## src/rtl/gpio_mux_pkg.sv

```systemverilog
package gpio_mux_pkg;

  typedef enum logic [1:0] {
    HIT_NONE    = 2'd0,
    HIT_DIRDATA = 2'd1,
    HIT_SELECT  = 2'd2
  } reg_hit_e;

  localparam int unsigned LANES = 2;

endpackage

```

## src/rtl/gpio_sync.sv

```systemverilog
module gpio_sync #(
  parameter int unsigned WIDTH  = 8,
  parameter int unsigned STAGES = 2
) (
  input  logic             clk,
  input  logic             rst,
  input  logic [WIDTH-1:0] d,
  output logic [WIDTH-1:0] q
);

  logic [WIDTH-1:0] stg [STAGES];

  always_ff @(posedge clk) begin
    if (rst) begin
      for (int i = 0; i < STAGES; i++) stg[i] <= '0;
    end else begin
      stg[0] <= d;
      for (int i = 1; i < STAGES; i++) stg[i] <= stg[i-1];
    end
  end

  assign q = stg[STAGES-1];

endmodule

```

## src/rtl/gpio_mux_regs.sv

```systemverilog
module gpio_mux_regs
  import gpio_mux_pkg::*;
#(
  parameter int unsigned NUM_PINS     = 8,
  parameter int unsigned ADDR_W       = 12,
  parameter logic [ADDR_W-1:0] DIRDATA_ADDR = 12'h438,
  parameter logic [ADDR_W-1:0] SELECT_ADDR  = 12'h43A,
  localparam int unsigned WORD_W      = LANES * NUM_PINS
) (
  input  logic                clk,
  input  logic                rst,
  input  logic [ADDR_W-1:0]   bus_addr,
  input  logic                bus_wr,
  input  logic                bus_rd,
  input  logic [LANES-1:0]    bus_be,
  input  logic [WORD_W-1:0]   bus_wdata,
  input  logic [NUM_PINS-1:0] pin_level,
  output logic [NUM_PINS-1:0] dir_q,
  output logic [NUM_PINS-1:0] dat_q,
  output logic [NUM_PINS-1:0] sel_q,
  output logic [WORD_W-1:0]   bus_rdata
);

  reg_hit_e            hit;
  logic [NUM_PINS-1:0] dir_nxt, dat_nxt, sel_nxt;
  logic [WORD_W-1:0]   rd_mux;
  logic [NUM_PINS-1:0] lo_lane, hi_lane;

  assign lo_lane = bus_wdata[NUM_PINS-1:0];
  assign hi_lane = bus_wdata[WORD_W-1:NUM_PINS];

  always_comb begin
    if (bus_addr == DIRDATA_ADDR)     hit = HIT_DIRDATA;
    else if (bus_addr == SELECT_ADDR) hit = HIT_SELECT;
    else                              hit = HIT_NONE;
  end

  always_comb begin
    sel_nxt = sel_q;
    dir_nxt = dir_q;
    dat_nxt = dat_q;
    if (bus_wr) begin
      if (hit == HIT_SELECT && bus_be[0]) sel_nxt = lo_lane;
      if (hit == HIT_DIRDATA && bus_be[1]) dir_nxt = hi_lane;
      if (hit == HIT_DIRDATA && bus_be[0]) dat_nxt = lo_lane;
    end
    // deselected pins keep a cleared data bit
    dat_nxt = dat_nxt & sel_nxt;
  end

  always_comb begin
    case (hit)
      HIT_DIRDATA: rd_mux = {dir_q, pin_level & sel_q};
      HIT_SELECT:  rd_mux = {{NUM_PINS{1'b0}}, sel_q};
      default:     rd_mux = '0;
    endcase
  end

  always_ff @(posedge clk) begin
    if (rst) begin
      sel_q     <= '0;
      dir_q     <= '0;
      dat_q     <= '0;
      bus_rdata <= '0;
    end else begin
      sel_q     <= sel_nxt;
      dir_q     <= dir_nxt;
      dat_q     <= dat_nxt;
      bus_rdata <= bus_rd ? rd_mux : '0;
    end
  end

endmodule

```

## src/rtl/gpio_pin_mux.sv

```systemverilog
module gpio_pin_mux (
  input  logic clk,
  input  logic rst,
  input  logic sel,
  input  logic dir,
  input  logic dat,
  input  logic alt_out,
  input  logic alt_oe,
  output logic pad_out,
  output logic pad_oe
);

  logic out_d, oe_d;

  always_comb begin
    if (sel) begin
      out_d = dat;
      oe_d  = dir;
    end else begin
      out_d = alt_out;
      oe_d  = alt_oe;
    end
  end

  always_ff @(posedge clk) begin
    if (rst) begin
      pad_out <= 1'b0;
      pad_oe  <= 1'b0;
    end else begin
      pad_out <= out_d;
      pad_oe  <= oe_d;
    end
  end

endmodule

```

## src/rtl/gpio_mux_port.sv

```systemverilog
module gpio_mux_port
  import gpio_mux_pkg::*;
#(
  parameter int unsigned NUM_PINS    = 8,
  parameter int unsigned ADDR_W      = 12,
  parameter int unsigned SYNC_STAGES = 2,
  parameter logic [ADDR_W-1:0] DIRDATA_ADDR = 12'h438,
  parameter logic [ADDR_W-1:0] SELECT_ADDR  = 12'h43A,
  localparam int unsigned WORD_W     = LANES * NUM_PINS
) (
  input  logic                clk,
  input  logic                rst,
  input  logic [ADDR_W-1:0]   bus_addr,
  input  logic                bus_wr,
  input  logic                bus_rd,
  input  logic [LANES-1:0]    bus_be,
  input  logic [WORD_W-1:0]   bus_wdata,
  output logic [WORD_W-1:0]   bus_rdata,
  input  logic [NUM_PINS-1:0] pad_in,
  output logic [NUM_PINS-1:0] pad_out,
  output logic [NUM_PINS-1:0] pad_oe,
  input  logic [NUM_PINS-1:0] alt_out,
  input  logic [NUM_PINS-1:0] alt_oe,
  output logic [NUM_PINS-1:0] alt_in
);

  logic [NUM_PINS-1:0] pin_level;
  logic [NUM_PINS-1:0] dir_vec, dat_vec, sel_vec;

  gpio_sync #(
    .WIDTH (NUM_PINS),
    .STAGES(SYNC_STAGES)
  ) u_sync (
    .clk(clk),
    .rst(rst),
    .d  (pad_in),
    .q  (pin_level)
  );

  gpio_mux_regs #(
    .NUM_PINS    (NUM_PINS),
    .ADDR_W      (ADDR_W),
    .DIRDATA_ADDR(DIRDATA_ADDR),
    .SELECT_ADDR (SELECT_ADDR)
  ) u_regs (
    .clk      (clk),
    .rst      (rst),
    .bus_addr (bus_addr),
    .bus_wr   (bus_wr),
    .bus_rd   (bus_rd),
    .bus_be   (bus_be),
    .bus_wdata(bus_wdata),
    .pin_level(pin_level),
    .dir_q    (dir_vec),
    .dat_q    (dat_vec),
    .sel_q    (sel_vec),
    .bus_rdata(bus_rdata)
  );

  for (genvar p = 0; p < NUM_PINS; p++) begin : g_pin
    gpio_pin_mux u_pin (
      .clk    (clk),
      .rst    (rst),
      .sel    (sel_vec[p]),
      .dir    (dir_vec[p]),
      .dat    (dat_vec[p]),
      .alt_out(alt_out[p]),
      .alt_oe (alt_oe[p]),
      .pad_out(pad_out[p]),
      .pad_oe (pad_oe[p])
    );
  end

  assign alt_in = pin_level;

endmodule

```

## config.mk

```make
export PLATFORM = sky130hd
export DESIGN_NAME = gpio_mux_port
export DESIGN_NICKNAME = d
export VERILOG_FILES = /design/src/rtl/gpio_mux_pkg.sv /design/src/rtl/gpio_sync.sv /design/src/rtl/gpio_mux_regs.sv /design/src/rtl/gpio_pin_mux.sv /design/src/rtl/gpio_mux_port.sv
export SDC_FILE = /design/constraint.sdc
export NUM_CORES = 1
export LEC_CHECK = 0
export BUFFER_PORTS_ARGS = -buffer_cell sky130_fd_sc_hd__buf_2
export CAP_MARGIN = 20
export CORE_MARGIN = 2
export CORE_UTILIZATION = 52
export CTS_CLUSTER_DIAMETER = 50
export CTS_CLUSTER_SIZE = 14
export DETAILED_ROUTE_END_ITERATION = 16
export PLACE_DENSITY = 0.93
export REMOVE_ABC_BUFFERS = 1
export SYNTH_ARGS = -nofsm -noshare
export SYNTH_HDL_FRONTEND = slang
export SYNTH_SLANG_ARGS = --single-unit
```

## constraint.sdc

```tcl
create_clock -name clk -period 4.1 [get_ports clk]
set_input_delay 0.41 -clock clk [delete_from_list [all_inputs] [get_ports clk]]
set_output_delay 0.41 -clock clk [all_outputs]
set_load 0.05 [all_outputs]
```

==> results.sh <==
export IMPL_rsz0062_at_grt="no"
export IMPL_final_util_pct=62.9
export IMPL_core_area_sq_um=5010
export IMPL_r2r_cells=2
export IMPL_grt_use_total_pct=19.0
export IMPL_tightest_slew_ps=967
export IMPL_area_delta_synth_final_pct=18.5
export IMPL_die_width_microns=75.5
export IMPL_ys_warn_count=0
export IMPL_cp_data_arrival_time_ps=2220
export IMPL_viasPerCell=4.98
export IMPL_ys_types=20
export IMPL_place_hpwl_microns=3760
export IMPL_yosys_register_bits=72
export IMPL_core_rowCount=26
export IMPL_die_h_microns=75.5
export IMPL_hold_start="pad_in[2]"
export IMPL_cts_resized=0
export IMPL_hold_ws_ps=279
export IMPL_finClkSkew_ps=5.21
export IMPL_gp_congestion=0.721
export IMPL_cts_root_buf="clkbuf_8"
export IMPL_final_hold_violation_count=0
export IMPL_fin_cells=402
export IMPL_postCtsSetupRepairBufs=0
export IMPL_dp_cells=388
export IMPL_period_minus_slack_ps=1940
export IMPL_grt_start_max_net_pins=58
export IMPL_status="completed"
export IMPL_grt_pass1_wl_microns=7900
export IMPL_vias=2002
export IMPL_final_common_cell="buf_2"
export IMPL_clock_sink_count=72
export IMPL_antenna_found_initial=0
export IMPL_post_route_period_util_pct=47.2
export IMPL_crit_path_start="bus_addr[7]"
export IMPL_overflow=0
export IMPL_io_buffers=97
export IMPL_antenna_cells=0
export IMPL_finalMaxSlewViolations=0
export IMPL_grt_pass1_vias=1765
export IMPL_powerDensity_nw_per_um2=419
export IMPL_max_freq_mhz=516
export IMPL_reg2reg_from="u_regs.sel_q[4]"
export IMPL_ys_seq_area_share_pct=54.2
export IMPL_initial_core_util_pct=53.1
export IMPL_critPathCapture="u_regs.bus_rdata[9]"
export IMPL_numCtsBuffers=9
export IMPL_drt_iter0_drc=72
export IMPL_ir_drop_mv=0.186
export IMPL_critPathMaxFanout=9
export IMPL_die_area_sq_um=5710
export IMPL_clk_pin_slew_ps=70
export IMPL_setup_viol=0
export IMPL_worst_setup_path_type="in -> reg"
export IMPL_final_nets=387
export IMPL_critPathRequiredTime_ps=4380
export IMPL_htree_levels=3
export IMPL_fillers=436
export IMPL_hold_buffers=0
export IMPL_synth_area_per_cell_sq_um=10.1
export IMPL_max_cap_viol_count=0
export IMPL_cp_start_kind="primary input"
export IMPL_synthCells=264
export IMPL_clock_latency_ps=340
export IMPL_drc=0
export IMPL_firstDrtPassIters=5
export IMPL_io_pins=98
export IMPL_drive_gt1_share_pct=33.1
export IMPL_min_path_type="in -> reg"
export IMPL_critical_path_reg2reg_endpoint="g_pin[4].u_pin.pad_oe"
export IMPL_tns_ps=0
export IMPL_p_leak_nw=1.47
export IMPL_finalPower_mw=1.32
export IMPL_wl_microns=5440
export IMPL_layout_common_cells="buf_2 (97), dfxtp_1 (72), nor2_1 (41), mux2i_1 (32), nor2b_1 (17)"
export IMPL_end_kind="flop"
export IMPL_reg2reg_slack_ps=3210
export IMPL_clock_path_buffers=2
export IMPL_netlist_area_sq_um=2660
export IMPL_routedWlPerCell_microns=13.5
export IMPL_antenna_left=0
export IMPL_relSlewSlack_pct=35.5
export IMPL_cts_tree="yes"
cells by family after synthesis:
logic type | after synthesis | synth area share [%]
and+or+nand+nor | 101 | 20.9
buffers and inverters | 43 | 9.54
DFF | 72 | 54.2
muxes | 32 | 12.0
AOI/OAI and AO/OA | 16 | 3.39
Yosys cell counts, drive strengths merged:
master	count	area share, %
dfxtp	72	54
nor2	41	5.8
mux2i	32	12
buf	30	7.7
nor2b	17	4.0
clkbuf	13	1.8
nand4	12	2.8
and2	9	2.1
a31oi	8	1.9
nand3	8	1.5
nand4b	8	2.6
o21ai	8	1.5
and3	1	0.24
and3b	1	0.33
and4	1	0.33
and4b	1	0.38
nor3b	1	0.28
nor4	1	0.47
worst max-delay path, cell delays in order:
cell and delay (ps):
buf_2 100, nor4_2 450, nand4_1 540, nor2_1 520, and2_1 190
worst min path at each step:
stage	slack, ps	endpoint	cells past startpoint
4_1_cts	270	u_sync.stg[0][3]	2
3_3_place_gp	420	u_sync.stg[0][11]	1
5_1_grt	280	u_sync.stg[0][7]	2
6_report	280	u_sync.stg[0][2]	2
3_5_place_dp	420	u_sync.stg[0][12]	1
2_1_floorplan	410	u_sync.stg[0][10]	1
layout make-up:
type	instances	area (sq um)	share of cell area, %
flip-flops and latches	72	1440	45.7
multi-input cells	149	966	30.6
clock buffers	14	173	5.48
repair buffers	97	485	15.4
well taps	70	87.6	2.78
layer usage:
layer / vias to the layer above / routed length (microns) / global-route usage (%)
li1: 1001 / - / -
met1: 921 / 2270 / 22.1
met2: 66 / 2680 / 31.5
met3: 14 / 360 / 5.42
met4: 0 / 126 / 10.5
met5: - / 0 / 0
registers in the layout (all words and copies together), names as in the netlist:
| name | cells |
|---|---|
| g_pin.u_pin.pad_oe | 8 |
| g_pin.u_pin.pad_out | 8 |
| u_regs.bus_rdata | 16 |
| u_regs.dat_q | 8 |
| u_regs.dir_q | 8 |
| u_regs.sel_q | 8 |
| u_sync.stg | 16 |
through the flow:
| stage | setup WS [ps] | cell area, sq um |
|---|---|---|
| global route | 1930 | 3150 |
| floorplan | 2440 | 2410 |
| finish | 2160 | 3150 |
| detailed placement | 1790 | 2980 |
| global placement | 1870 | 2980 |
| CTS | 2150 | 3150 |
where the power goes:
group          total [mW]  internal (mW)  switching (mW)  leakage [nW]
Combinational       0.111         0.0384          0.0727         0.790
Sequential          0.719          0.715         0.00381         0.588
Clock               0.493          0.263           0.229        0.0886
(Power assumes the default switching activity.)
